## config.mk

```make
export PLATFORM = sky130hd
export DESIGN_NAME = can_irq_flags
export DESIGN_NICKNAME = d
export VERILOG_FILES = /design/src/rtl/can_irq_pkg.sv /design/src/rtl/can_thr_edge.sv /design/src/rtl/can_rxbuf_track.sv /design/src/rtl/can_irq_flags.sv
export SDC_FILE = /design/constraint.sdc
export NUM_CORES = 1
export LEC_CHECK = 0
export ABC_CLOCK_PERIOD_IN_PS = 900
export BUFFER_PORTS_ARGS = -buffer_cell sky130_fd_sc_hd__buf_2
export CAP_MARGIN = 20
export CORE_MARGIN = 2
export CORE_UTILIZATION = 44
export CTS_BUF_LIST = sky130_fd_sc_hd__clkbuf_8
export DETAILED_ROUTE_END_ITERATION = 12
export GPL_ROUTABILITY_DRIVEN = 0
export PLACE_DENSITY = 0.77
export RECOVER_POWER = 100
export SKIP_LAST_GASP = 1
export SLEW_MARGIN = 20
export SYNTH_ARGS = -nofsm -noshare
export SYNTH_HDL_FRONTEND = slang
export SYNTH_HIERARCHICAL = 1
export SYNTH_SLANG_ARGS = --single-unit
```

## constraint.sdc

```tcl
create_clock -name clk -period 0.9 [get_ports clk]
set_clock_uncertainty 0.05 [all_clocks]
set_input_delay 0.09 -clock clk [delete_from_list [all_inputs] [get_ports clk]]
set_output_delay 0.09 -clock clk [all_outputs]
set_load 0.005 [all_outputs]
```

## src/rtl/can_irq_pkg.sv

```systemverilog
package can_irq_pkg;
    localparam int FLAG_N   = 7;
    localparam int F_RXF    = 0;
    localparam int F_WAKE   = 1;
    localparam int F_OVR    = 2;
    localparam int F_THR0   = 3;   // four threshold flags occupy 3..6
    localparam int N_THR    = 4;

    typedef enum logic {
        SEL_ENABLE = 1'b0,
        SEL_CLEAR  = 1'b1
    } reg_sel_e;
endpackage

```

## src/rtl/can_thr_edge.sv

```systemverilog
module can_thr_edge #(
    parameter int W     = 8,
    parameter int LIMIT = 96
) (
    input  logic         clk,
    input  logic         rst_n,
    input  logic [W-1:0] cnt_i,
    output logic         hit_o
);
    localparam logic [W-1:0] LIM_V = LIMIT[W-1:0];

    logic arm_d, arm_q;

    always_comb begin
        arm_d = (cnt_i < LIM_V);
        hit_o = arm_q && (cnt_i >= LIM_V);
    end

    always_ff @(posedge clk or negedge rst_n) begin
        if (!rst_n) arm_q <= 1'b1;
        else        arm_q <= arm_d;
    end
endmodule

```

## src/rtl/can_rxbuf_track.sv

```systemverilog
module can_rxbuf_track (
    input  logic clk,
    input  logic rst_n,
    input  logic done_i,
    input  logic busy_i,
    input  logic release_i,
    output logic full_o,
    output logic ovr_set_o
);
    typedef struct packed {
        logic fg;
        logic bg;
    } occ_t;

    occ_t occ_d, occ_q;
    logic move;

    always_comb begin
        move     = !occ_q.fg && occ_q.bg;
        occ_d.fg = (occ_q.fg && !release_i) || move;
        occ_d.bg = occ_q.bg && !move;
        if (done_i) begin
            if (!occ_d.fg)      occ_d.fg = 1'b1;
            else if (!occ_d.bg) occ_d.bg = 1'b1;
        end
        full_o    = occ_q.fg;
        ovr_set_o = occ_q.fg && occ_q.bg && busy_i;
    end

    always_ff @(posedge clk or negedge rst_n) begin
        if (!rst_n) occ_q <= '0;
        else        occ_q <= occ_d;
    end
endmodule

```

## src/rtl/can_irq_flags.sv

```systemverilog
module can_irq_flags
    import can_irq_pkg::*;
#(
    parameter int NTX      = 3,
    parameter int CW       = 8,
    parameter int WARN_LIM = 96,
    parameter int PASS_LIM = 128
) (
    input  logic                  clk,
    input  logic                  rst_n,
    input  logic [NTX-1:0]        tx_empty_i,
    input  logic                  rx_done_i,
    input  logic                  rx_busy_i,
    input  logic                  sleep_i,
    input  logic                  bus_act_i,
    input  logic [CW-1:0]         rec_i,
    input  logic [CW-1:0]         tec_i,
    input  logic                  reg_wr_i,
    input  logic                  reg_sel_i,
    input  logic [FLAG_N+NTX-1:0] reg_wdata_i,
    output logic [FLAG_N-1:0]     flags_o,
    output logic [NTX-1:0]        txe_o,
    output logic                  irq_tx_o,
    output logic                  irq_rx_o,
    output logic                  irq_wake_o,
    output logic                  irq_err_o
);
    localparam int TXIE_LSB = FLAG_N;

    typedef struct packed {
        logic [NTX-1:0]    txe;
        logic [NTX-1:0]    txie;
        logic [FLAG_N-1:0] en;
        logic [FLAG_N-1:1] lat;
        logic              irq_tx;
        logic              irq_rx;
        logic              irq_wake;
        logic              irq_err;
    } state_t;

    state_t st_d, st_q;

    logic              wr_en, wr_clr;
    logic [FLAG_N-1:0] clr;
    logic [FLAG_N-1:1] set;
    logic [N_THR-1:0]  thr_hit;
    logic              rx_full, ovr_set;

    assign wr_en  = reg_wr_i && (reg_sel_e'(reg_sel_i) == SEL_ENABLE);
    assign wr_clr = reg_wr_i && (reg_sel_e'(reg_sel_i) == SEL_CLEAR);
    assign clr    = wr_clr ? reg_wdata_i[FLAG_N-1:0] : '0;

    // even index watches the receive counter, odd the transmit counter;
    // the lower pair uses the warning limit, the upper pair the passive limit
    for (genvar i = 0; i < N_THR; i++) begin : g_thr
        localparam int LIM = (i < 2) ? WARN_LIM : PASS_LIM;
        can_thr_edge #(.W(CW), .LIMIT(LIM)) u_thr (
            .clk   (clk),
            .rst_n (rst_n),
            .cnt_i ((i % 2 == 0) ? rec_i : tec_i),
            .hit_o (thr_hit[i])
        );
    end

    can_rxbuf_track u_rxq (
        .clk       (clk),
        .rst_n     (rst_n),
        .done_i    (rx_done_i),
        .busy_i    (rx_busy_i),
        .release_i (clr[F_RXF]),
        .full_o    (rx_full),
        .ovr_set_o (ovr_set)
    );

    always_comb begin
        st_d = st_q;

        st_d.txe = tx_empty_i;

        if (wr_en) begin
            st_d.en   = reg_wdata_i[FLAG_N-1:0];
            st_d.txie = reg_wdata_i[TXIE_LSB +: NTX];
        end

        set                            = '0;
        set[F_WAKE]                    = sleep_i && bus_act_i;
        set[F_OVR]                     = ovr_set;
        set[F_THR0 +: N_THR]           = thr_hit;
        st_d.lat = set | (st_q.lat & ~clr[FLAG_N-1:1]);

        st_d.irq_tx   = |(st_q.txe & st_q.txie);
        st_d.irq_rx   = rx_full && st_q.en[F_RXF];
        st_d.irq_wake = st_q.lat[F_WAKE] && st_q.en[F_WAKE];
        st_d.irq_err  = |(st_q.lat[FLAG_N-1:F_OVR] & st_q.en[FLAG_N-1:F_OVR]);
    end

    always_ff @(posedge clk or negedge rst_n) begin
        if (!rst_n) st_q <= '0;
        else        st_q <= st_d;
    end

    assign flags_o    = {st_q.lat, rx_full};
    assign txe_o      = st_q.txe;
    assign irq_tx_o   = st_q.irq_tx;
    assign irq_rx_o   = st_q.irq_rx;
    assign irq_wake_o = st_q.irq_wake;
    assign irq_err_o  = st_q.irq_err;
endmodule

```

After elaboration in Yosys (flattened, before gate mapping)
Cells that the tools add are included.

Logic and storage cells: 51. Flip-flop bits (word level): 29. Output and inout port bits: 14. Input bits: 37.

Mux-type cells: 3. Magnitude comparators: 8. Bitwise operators: 6. Reduce and logical (&&, ||, !) cells: 20.

Operators with widths (count): $ge 8x7->1 const B (2); $ge 8x8->1 const B (2); $lt 8x7->1 const B (2); $lt 8x8->1 const B (2); $logic_and 1x1->1 (14); $mux 7 (1); $and 6x6->6 (1); $not 6->6 (1); $or 6x6->6 (1); $and 5x5->5 (1); $reduce_or 5->1 (1); $and 3x3->3 (1); $logic_not 1->1 (3); $reduce_or 3->1 (1); $mux 2 (1); $logic_or 1x1->1 (1); $mux 1 (1); $not 1->1 (1).

Depth between registers and ports, before layout
Gate-level depths: netlist (run 1).

Word-level depth: 7. Gate-level depth with buffers: 4. Gate-level depth less buffers: 3.

Hierarchy
The synthesis (run 1) kept the hierarchy.

By module, submodules not included: can_irq_flags (times used 1, area each 967.2 um2, seq. area each 575.6 um2, cells an instance 66); can_rxbuf_track (times used 1, area each 88.8 um2, seq. area each 50.0 um2, cells an instance 9); can_thr_edge (g_thr[0].u_thr ...) (times used 2, area each 41.3 um2, seq. area each 26.3 um2, cells an instance 3); can_thr_edge (g_thr[2].u_thr ...) (times used 2, area each 36.3 um2, seq. area each 26.3 um2, cells an instance 3).

Worst setup path before layout (run 1)
OpenSTA, ideal clock, no wires.

Path type: flip-flop to flip-flop. Start: reg u_rxq.occ_q, in the netlist u_rxq/full_o. End: reg u_rxq.occ_q, in the netlist u_rxq/full_o. Path buffers: 0. Cell stages (with the launch flop): 3. Period minus slack after synthesis: 0.932 ns. Setup slack: -0.032 ns. Data required time: 0.732 ns. Setup time: 0.118 ns. Data arrival time: 0.764 ns. Cell sequence: dfrtp_1 -> or2_1 -> a21o_1.

RTL lines: from (decl) (RTL line can_rxbuf_track.sv:15) `occ_t occ_d, occ_q;`; from (signal assigned) (RTL line can_rxbuf_track.sv:31) `if (!rst_n) occ_q <= '0;`; from (signal assigned) (RTL line can_rxbuf_track.sv:32) `else occ_q <= occ_d;`.

Worst setup path in the final report (run 1)
Start: reg st_q, in the netlist flags_o[6]. End: out flags_o[6].

RTL lines: from (decl) (RTL line can_irq_flags.sv:41) `state_t st_d, st_q;`; from (signal assigned) (RTL line can_irq_flags.sv:99) `else st_q <= st_d;`; to (decl) (RTL line can_irq_flags.sv:21) `output logic [FLAG_N-1:0] flags_o,`.

No word-level cell between the ends.

==> impl_metrics.csv, run 1 <==
group,metric,value,unit
run_status,status,"finished, violations left",
run_status,violations_in_the_final_reports,"negative setup slack",
logic_synthesis,ys_ff_latch,29,
global_route,global_route_wire_length_before_repair,4150,µm
drt,finalWirelength,2350,µm
global_route,grt_pass1_vias,907,
logic_synthesis,postSynthCellCount,87,
timing,tightest_slew,393,ps
hold_path,holdPathEnd,"st_q[11]",
final_layout,stdcell_area,1720,µm²
power,seq_power_share,47.6,%
power,clock_power_share,35.9,%
final_layout,seq_area,732,µm²
cts,cts_tree,"done",
cts,worst_setup_hold_path_clk_slew,60,ps
timing,final_hold_viols,0,
final_layout,share_of_post_route_cells_with_drive_strength_above_1,45.0,%
placement,number_of_port_buffers,40,
cts,ctsRootBufferMaster,"clkbuf_8",
setup_path,rr_endpoint,"irq_err_o",
setup_path,r2r.worst_path.cells,2,
global_route,grt_remaining_overflow,0,
global_route,use_met3,7.14,%
final_layout,fillCellCount,229,
drt,count_of_vias_placed_by_the_detailed_router,873,
drt,number_of_detailed_route_iterations_in_the_first_pass,4,
setup_path,regToRegStartpoint,"flags_o[2]",
logic_synthesis,synthesis.area_per_instance,13.9,µm²
timing,fin_crit_sh,115,%
timing,unrepaired_setup_endpoints_after_global_routing,"yes",
power,combPwrFrac,16.5,%
setup_path,worstPathRequired,760,ps
power,sw_frac_of_total,22.6,%
global_route,grt-busiest-layer,"met2",
power,pwr_density_cell,1870,nW/µm²
setup_path,critPathMaxFanout,2,
final_layout,post-route-util,64.0,%
cts,worst_skew_pair.late_latency,280,ps
logic_synthesis,synthDistinctLibCells,20,
logic_synthesis,yosys-top-cells-count,"dfrtp_1, buf_4, mux2_4, a21o_1, nand3_1",
power,total_leakage_power,0.828,nW
timing,tns,-808,ps
logic_synthesis,seq_area_frac_synth,60.3,%
floorplan,floorplan.die_area,3190,µm²
floorplan,floorplan.initialDensity,45.1,%
floorplan,die_y,56.5,µm
global_route,grt_util_met1,21.2,%
hold_path,timing.hold.worst.class,"in -> reg",
logic_synthesis,yosysWarnings,6,
setup_path,timing.setup.critical_path_class,"reg -> out",
hold_path,min_path_cells,2,
logic_synthesis,yosysTopAreaCellShare,51.7,%
global_route,grtUsageTotal,17.7,%
power,ir_drop,1490,µV
setup_path,reg2reg_setup_slack,-60,ps
floorplan,coreArea,2690,µm²
setup_path,critPathArrivalTime,890,ps
timing,max_slew_violation_count,0,
floorplan,std_cell_rows,19,
drt,drt-vias-per-instance,4.80,
cts,numClockSinks,29,
final_layout,area_of_the_multi_input_gates,357,µm²
power,power_report.internal_total,2.49,mW
cts,h-tree-depth,2,
logic_synthesis,synth_nets,124,
drt,number_of_drc_markers_after_the_initial_detailed_route_iteration,21,
floorplan,die_w,56.5,µm
drt,final_ant_viol_nets,0,
timing,relSlewSlack,73.8,%
final_layout,area_growth,42.0,%
floorplan,io_pins,51,
logic_synthesis,synthFlopType,"dfrtp_1",
logic_synthesis,synth-async-reset-ratio,100,%
cts,cts_inserted_buffers,5,
hold_path,min-delay-start,"reg_wdata_i[1]",
logic_synthesis,synth-edff-count,0,
global_route,pin_count_of_the_biggest_net_entering_global_routing,17,
timing,min_period,1030,ps
power,fin_total_pwr,3.22,mW
timing,postLayoutSetupSlackWorst,-132,ps
setup_path,nature_of_the_critical_path_startpoint,"register",
logic_synthesis,yosysTopAreaCell,"dfrtp_1",
setup_path,crit_path_end_kind,"primary output",
logic_synthesis,yosys-top-cells-area,"dfrtp_1, mux2_4, dfstp_2, buf_4, a21o_1",
drt,drcViolationCount,0,
timing,max_freq,0.969,GHz
final_layout,total_number_of_nets_in_the_final_design,187,
power,net-switching-power,0.726,mW
drt,routed_wire_length_per_instance,12.9,µm
logic_synthesis,yosysMostFrequentCell,"dfrtp_1",
final_layout,insertedDiodeCount,0,
run,timing.max_cap.violations,0,
cts,clockBufferDepth,2,
timing,setup-violations-final,16,
logic_synthesis,synth_area,1210,µm²
global_route,met2_usage,27.7,%
placement,placed_cell_area,1430,µm²
global_route,initial_antenna_violation_count,0,
## cell families (layout without fill, tap and decap cells)
kind of cell / Yosys count / in the layout / share of synthesized area, %
AND/OR/NAND/NOR: 19 / 19 / 9.30
flip-flops: 29 / 29 / 60.3
buffers and inverters: 15 / 79 / 8.99
multiplexers: 10 / 10 / 12.4
AO/OA/AOI/OAI: 14 / 14 / 8.99
## layout by cell type (no fill, tap or decap)
cell type,synthesis,layout
clkbuf_4,0,1
clkbuf_1,0,5
o21ai_0,2,2
nand2_1,3,3
mux2_4,10,7
dfrtp_1,25,24
a21oi_1,0,2
and2_1,4,2
dfrtp_2,0,1
nand3_1,6,6
buf_6,2,7
nand2b_4,1,1
a222oi_1,2,2
a21o_1,6,6
mux2_1,0,3
dlygate4sd3_1,0,17
or2_1,1,1
a22o_1,1,1
and3_1,1,1
clkbuf_8,0,7
buf_4,10,6
clkbuf_2,0,1
dfstp_2,4,4
inv_1,3,3
and2_0,0,2
a22oi_1,1,1
nor2b_1,2,2
buf_2,0,31
and3_4,0,1
clkinv_2,0,1
## repair_timing
item | in CTS | in global routing
hold endpoints to repair | 43 | 1
pin swaps | 2 | 2
buffers inserted | 2 | 1
resized for setup | 7 | 2
gates cloned | 0 | 0
endpoints found under the setup margin | 18 | 21
hold buffers | 16 | 1
## power by group through the flow
| stage | Sequential (mW) | Combinational (mW) | Clock [mW] |
|---|---|---|---|
| after floorplan | 1.54 | 0.281 | 0 |
| final | 1.53 | 0.530 | 1.16 |
| after detailed placement | 1.55 | 0.449 | 0 |
| after CTS | 1.53 | 0.555 | 1.19 |
| after global placement | 1.55 | 0.436 | 0 |
| after global routing | 1.55 | 0.584 | 1.25 |
## how the worst max path moves through the flow
stage | from | endpoint | slack [ps]
floorplan | u_rxq/full_o | u_rxq/full_o | -30
global placement | u_rxq/full_o | u_rxq/full_o | -40
detailed placement | st_q[12] | irq_err_o | -50
CTS | flags_o[6] | flags_o[6] | -150
global route | flags_o[5] | flags_o[5] | -180
finish | flags_o[6] | flags_o[6] | -130
## critical path, cell delays in order, from the launching register on
cell and delay, ps:
dfrtp_1 390, buf_6 120, buf_6 100
## stage by stage
stage          hold slack [ps]  setup WS [ps]  std cells
2_1_floorplan             -256          -30.4         87
3_3_place_gp             -36.2          -41.0        154
3_5_place_dp             -23.2          -53.7        154
4_1_cts                  0.187           -147        180
5_1_grt                  -1.96           -175        182
6_report                  1.63           -132        182
## flip-flops by register name (all words and copies together) (netlist names)
name / flops
flags_o: 6
irq_rx_o: 1
irq_err_o: 1
irq_wake_o: 1
u_rxq/full_o: 1
irq_tx_o: 1
u_rxq/occ_q: 1
st_q: 10
g_thr.u_thr/arm_q: 4
txe_o: 3
## per-layer routing
metal	share of wire, %	vias up
met3	6.5	2
met4	0.43	0
met1	42	419
li1	-	417
met2	51	35
met5	0	-
## area by class of cell
class,count,share of cell area (%)
Clock buffer,7,5.60
Clock inverter,1,0.291
Inverter,3,0.655
Multi-Input combinational cell,43,20.7
Sequential cell,29,42.5
Tap cell,31,2.25
Timing Repair Buffer,68,27.9
(Power assumes the default switching activity.)
==> run 2: changes to the inputs <==
Settings changed: ABC_CLOCK_PERIOD_IN_PS 900 to 1140, CORE_UTILIZATION 44 to 45, PLACE_DENSITY 0.77 to 0.76.
Clock period 0.9 ns to 1.14 ns, I/O delays scaled along.
==> run 2 against run 1 <==
The flow now finishes without violations. First-iteration DRC count shrank 9.5%. Register-to-register slack gained 220 ps. Count of clock-buffer cells in the layout shrank 2. Highest routed layer unchanged. Critical endpoint is now flags_o[4]. Clock power shrank 35%. Global-route usage shrank 1.4 points.
==> impl_metrics.csv, run 2 (synthesis gave the netlist of run 1 again) <==
group,metric,value,unit
final_layout,total_number_of_nets_in_the_final_design,172,
power,net-switching-power,0.535,mW
timing,fin_crit_sh,92.9,%
placement,post-place-ws,155,ps
cts,numClockSinks,29,
drt,count_of_vias_placed_by_the_detailed_router,814,
cts,worst_skew_pair.late_latency,270,ps
power,pwr_density_cell,1500,nW/µm²
power,total_leakage_power,0.706,nW
setup_path,rr_endpoint,"irq_err_o",
final_layout,share_of_post_route_cells_with_drive_strength_above_1,31.6,%
cts,worst_setup_hold_path_clk_slew,60,ps
power,fin_total_pwr,2.26,mW
global_route,global_route_wire_length_before_repair,3760,µm
global_route,grt_remaining_overflow,0,
final_layout,fillCellCount,228,
hold_path,min_path_cells,2,
floorplan,floorplan.initialDensity,48.0,%
global_route,initial_antenna_violation_count,0,
cts,h-tree-depth,2,
drt,drcViolationCount,0,
final_layout,max_flop_register,"st_q",
global_route,pin_count_of_the_biggest_net_entering_global_routing,16,
timing,min_period,1060,ps
drt,number_of_detailed_route_iterations_in_the_first_pass,4,
floorplan,die_y,55.9,µm
setup_path,critPathArrivalTime,1170,ps
drt,routed_wire_length_per_instance,13.5,µm
timing,final_hold_viols,0,
setup_path,worstPathCellList,"dlygate4sd3_1 -> buf_2 -> a21oi_1 -> nor2b_1 -> a21o_1",
floorplan,floorplan.die_area,3120,µm²
setup_path,critPathMaxFanout,2,
setup_path,critical-path-slowest-cell,"dlygate4sd3_1",
hold_path,timing.hold.worst.class,"in -> reg",
setup_path,cpPeakStageDelay,530,ps
drt,number_of_drc_markers_after_the_initial_detailed_route_iteration,19,
setup_path,nature_of_the_critical_path_startpoint,"input port",
final_layout,area_growth,24.8,%
timing,relSlewSlack,72.9,%
timing,max_freq,0.945,GHz
final_layout,insertedDiodeCount,0,
timing,postLayoutSetupSlackWorst,81.4,ps
power,ir_drop,1050,µV
final_layout,mostFrequentLayoutCell,"buf_2",
setup_path,regToRegStartpoint,"flags_o[2]",
timing,fin_worst_hold_slack,11.3,ps
setup_path,crit_path_end_kind,"register",
final_layout,number_of_flip_flops_in_the_largest_register,10,
power,clock_power_share,33.4,%
drt,final_ant_viol_nets,0,
hold_path,holdPathEnd,"st_q[17]",
run_status,status,"complete, no violations",
floorplan,die_w,55.9,µm
timing,setup-violations-final,0,
power,sw_frac_of_total,23.7,%
cts,post_cts.repair.setup_buffers,0,
drt,drt-vias-per-instance,4.90,
drt,finalWirelength,2230,µm
timing,max_slew_violation_count,0,
cts,cts_tree,"done",
placement,post-dp-hpwl,1590,µm
timing,unrepaired_setup_endpoints_after_global_routing,"no",
floorplan,std_cell_rows,18,
power,power_report.internal_total,1.73,mW
final_layout,mostFrequentLayoutCells,"buf_2, dfrtp_1, dlygate4sd3_1, mux2_1, clkbuf_1",
floorplan,coreArea,2520,µm²
timing,tns,0,ps
cts,ctsRootBufferMaster,"clkbuf_8",
timing,tightest_slew,407,ps
setup_path,r2r.worst_path.cells,2,
hold_path,min-delay-start,"reg_wdata_i[7]",
power,combPwrFrac,13.1,%
cts,cts_inserted_buffers,5,
global_route,grtUsageTotal,16.3,%
global_route,grt_pass1_vias,863,
cts,clockBufferDepth,2,
floorplan,io_pins,51,
power,seq_power_share,53.6,%
run,timing.max_cap.violations,0,
setup_path,worstPathRequired,1260,ps
setup_path,timing.setup.critical_path_class,"in -> reg",
cts,cts.repair.resized,0,
placement,number_of_port_buffers,40,
cts,ctsHoldBuffers,11,
setup_path,reg2reg_setup_slack,160,ps
-- run 2: changes by cell type in the layout (fill, tap and decap cells not counted), sizes merged --
cell	before	now
buf	44	31
clkbuf	14	16
clkinv	1	0
dlygate4sd3	17	11
inv	3	6
-- run 2: critical path, delay by kind of cell --
family | cells | cell delay [ps]
simple gates | 1 | 80
buf+inv | 2 | 650
compound gates | 2 | 340
-- run 2: how the worst max path moves through the flow --
stage            startpoint    endpoint  slack (ps)  depth (start not counted)
2_1_floorplan     reg_sel_i    st_q[10]         190                          4
3_3_place_gp       reg_wr_i    st_q[11]         160                          3
3_5_place_dp       reg_wr_i    st_q[14]         150                          3
4_1_cts        u_rxq/full_o  flags_o[0]         120                          1
5_1_grt          flags_o[2]   irq_err_o          40                          2
6_report           tec_i[5]  flags_o[4]          80                          5
-- run 2: cell type report --
cell class | instances | area [µm²] | area share, %
Sequential cell | 29 | 731 | 48.3
Timing Repair Buffer | 53 | 325 | 21.5
Tap cell | 30 | 37.5 | 2.48
Multi-Input combinational cell | 43 | 327 | 21.6
Clock buffer | 5 | 68.8 | 4.55
Inverter | 3 | 11.3 | 0.745
Clock inverter | 3 | 11.3 | 0.745
-- run 2: routing by layer --
layer  part of all wire (%)  wire length, µm  global-route usage [%]  vias to the layer above
met2                     48             1060                    25.2                       36
met1                     42              932                    18.1                      386
met3                    8.4              188                    8.84                        7
li1                       -                -                       -                      385
met4                    2.1               48                    8.16                        0
met5                      0                0                       0                        -
-- run 2: power by group through the flow --
stage / Combinational, mW / Clock, mW / Sequential [mW]
2_1_floorplan: 0.219 / 0 / 1.22
3_3_place_gp: 0.319 / 0 / 1.22
3_5_place_dp: 0.331 / 0 / 1.23
4_1_cts: 0.359 / 0.785 / 1.21
5_1_grt: 0.331 / 0.849 / 1.23
6_report: 0.295 / 0.755 / 1.21
-- run 2: stage by stage --
stage	util, %	cells	cell area (µm²)
detailed placement	54.7	147	1380
finish	59.9	166	1510
global route	59.9	166	1510
CTS	62.2	166	1570
floorplan	-	87	1210
global placement	54.7	147	1380
==> run 3: changes to the inputs <==
Settings changed: ABC_AREA set to 1, BUFFER_PORTS_ARGS -buffer_cell sky130_fd_sc_hd__buf_2 to not set, CORE_MARGIN 2 to not set, DONT_BUFFER_PORTS set to 1, PLACE_DENSITY 0.76 to not set.
==> run 3 against run 2 <==
Maximum frequency grew 11%. Non-clock buffer count down 25. Critical path depth decreased by 1. Flip-flop and latch count is the same. Total power up 2.4%. Highest routed layer unchanged.
==> impl_metrics.csv, run 3 <==
group,metric,value,unit
logic_synthesis,synth_nets,185,
final_layout,mostFrequentLayoutCells,"nand2_1, dlygate4sd3_1, dfrtp_1, inv_1, nand3_1",
timing,unrepaired_setup_endpoints_after_global_routing,"no",
floorplan,floorplan.die_area,3120,µm²
timing,tightest_slew,532,ps
logic_synthesis,postSynthCellCount,148,
logic_synthesis,synthFlopType,"dfrtp_1",
drt,drcViolationCount,0,
timing,max_freq,1.05,GHz
drt,top_layer,"met4",
cts,ctsRootBufferMaster,"clkbuf_8",
logic_synthesis,yosys-top-cells-count,"nand2_1, dfrtp_1, inv_1, nand3_1, buf_4",
global_route,global_route_wire_length_before_repair,4080,µm
floorplan,die_y,55.9,µm
final_layout,seq_area,731,µm²
setup_path,worstPathCellList,"inv_8 -> dlygate4sd3_1 -> nand3_1 -> nand2_1",
power,ir_drop,1030,µV
run_status,status,"complete, no violations",
final_layout,number_of_flip_flops_in_the_largest_register,10,
cts,worst_skew_pair.late_latency,270,ps
floorplan,std_cell_rows,19,
logic_synthesis,synth-edff-count,0,
hold_path,timing.hold.worst.class,"in -> reg",
final_layout,fillCellCount,261,
logic_synthesis,synthesis.area_per_instance,8.83,µm²
cts,h-tree-depth,2,
final_layout,total_number_of_nets_in_the_final_design,206,
floorplan,die_w,55.9,µm
global_route,grt_pass1_vias,916,
final_layout,insertedDiodeCount,0,
final_layout,max_flop_register,"st_q",
timing,min_period,953,ps
power,total_leakage_power,0.858,nW
logic_synthesis,yosysTopAreaCell,"dfrtp_1",
logic_synthesis,yosys-top-cells-area,"dfrtp_1, nand2_1, dfstp_2, buf_4, inv_1",
drt,number_of_drc_markers_after_the_initial_detailed_route_iteration,38,
final_layout,area_of_the_multi_input_gates,360,µm²
timing,setup-violations-final,0,
global_route,grt_remaining_overflow,0,
floorplan,coreArea,2760,µm²
timing,fin_crit_sh,83.6,%
global_route,initial_antenna_violation_count,0,
cts,cts_tree,"done",
cts,numClockSinks,29,
drt,met3_wirelength,130,µm
floorplan,io_pins,51,
cts,post_cts.repair.setup_buffers,0,
logic_synthesis,synth_area,1310,µm²
logic_synthesis,yosysMostFrequentCell,"nand2_1",
cts,cts_inserted_buffers,5,
drt,finalWirelength,2330,µm
setup_path,nature_of_the_critical_path_startpoint,"input port",
timing,fin_worst_hold_slack,4.50,ps
logic_synthesis,synth-async-reset-ratio,100,%
setup_path,critPathMaxFanout,9,
timing,tns,0,ps
global_route,pin_count_of_the_biggest_net_entering_global_routing,30,
final_layout,share_of_post_route_cells_with_drive_strength_above_1,11.2,%
setup_path,worst-path-buf-inv,2,
logic_synthesis,yosysWarnings,6,
global_route,grtUsageTotal,17.7,%
drt,wl_met2,1110,µm
logic_synthesis,seq_area_frac_synth,55.9,%
placement,post-dp-hpwl,1460,µm
timing,final_hold_viols,0,
drt,count_of_vias_placed_by_the_detailed_router,916,
cts,clockBufferDepth,2,
setup_path,timing.setup.critical_path_class,"in -> reg",
drt,number_of_detailed_route_iterations_in_the_first_pass,4,
timing,max_slew_violation_count,0,
setup_path,worstPathRequired,1310,ps
drt,drt-vias-per-instance,4.58,
final_layout,mostFrequentLayoutCell,"nand2_1",
cts,worst_setup_hold_path_clk_slew,60,ps
logic_synthesis,synthDistinctLibCells,15,
drt,routed_wire_length_per_instance,11.6,µm
power,pwr_density_cell,1440,nW/µm²
setup_path,crit_family,"buffers and inverters",
run,timing.max_cap.violations,0,
logic_synthesis,ys_ff_latch,29,
setup_path,crit_path_end_kind,"register",
setup_path,critical-path-slowest-cell,"dlygate4sd3_1",
placement,number_of_port_buffers,0,
drt,met1_wirelength,1060,µm
timing,relSlewSlack,64.5,%
setup_path,cpPeakStageDelay,750,ps
setup_path,critPathArrivalTime,1120,ps
floorplan,floorplan.initialDensity,47.4,%
final_layout,area_growth,22.7,%
drt,final_ant_viol_nets,0,
logic_synthesis,yosysTopAreaCellShare,47.9,%
==> run 3: worst paths after layout <==
path                                    from              endpoint  slack (ps)  cells after the start
worst max register to register  u_rxq/full_o        u_rxq/occ_q[0]         290                      4
worst min-delay path                rec_i[5]            flags_o[3]           4                      4
max in group asynchronous              rst_n  g_thr[1].u_thr/arm_q         570                      2
worst max-delay path               reg_sel_i              st_q[13]         190                      4
min in group asynchronous              rst_n            flags_o[5]         220                      2
worst min register to register      st_q[10]              irq_rx_o         420                      2
==> run 3: kinds of logic (layout without fill, tap and decap cells) <==
group                  Yosys count  in the layout  share of synthesized area, %
and+or+nand+nor                 77             77                          25.5
DFF                             29             29                          55.9
buffers and inverters           37             58                          15.8
AOI/OAI and AO/OA                5              5                          2.78
==> run 3: layout make-up <==
type | count | area share (%)
clock buffers | 6 | 5.15
clock inverters | 1 | 0.234
inverters | 23 | 5.85
multi-input cells | 82 | 22.5
flip-flops and latches | 29 | 45.6
well taps | 31 | 2.42
repair buffers | 28 | 18.3
==> run 3: timing repair <==
action / CTS / global route
resized for setup: 0 / 1
hold endpoints to repair: 54 / 0
hold buffers: 28 / 0
setup endpoints to repair: 0 / 9
==> run 3: power breakdown <==
part	switching, mW	internal (mW)	leakage (nW)
Clock	0.350	0.468	0.0485
Sequential	0.0692	1.14	0.329
Combinational	0.144	0.140	0.481
Total	0.564	1.75	0.858
==> run 3: worst min-delay path: cells and delay by family <==
family,cells,cell delay [ps]
AOI/OAI and AO/OA,1,50
buffers and inverters,1,40
and+or+nand+nor,2,100
==> run 3: layer usage <==
layer / vias to the layer above / global-route usage [%]
met5: - / 0
met4: 0 / 8.36
met3: 5 / 8.60
met2: 29 / 26.9
met1: 410 / 21.3
li1: 472 / -
==> run 3: metrics by stage <==
| stage | std cells | power (mW) | setup WS (ps) | utilization [%] | area, µm² |
|---|---|---|---|---|---|
| 3_3_place_gp | 165 | 1.39 | 314 | 44.7 | 1230 |
| 3_5_place_dp | 165 | 1.40 | 298 | 44.7 | 1230 |
| 4_1_cts | 200 | 2.36 | 4.46 | 58.3 | 1610 |
| 6_report | 200 | 2.32 | 187 | 58.1 | 1600 |
| 2_1_floorplan | 148 | 1.43 | 271 | - | 1310 |
| 5_1_grt | 200 | 2.45 | 109 | 58.1 | 1600 |
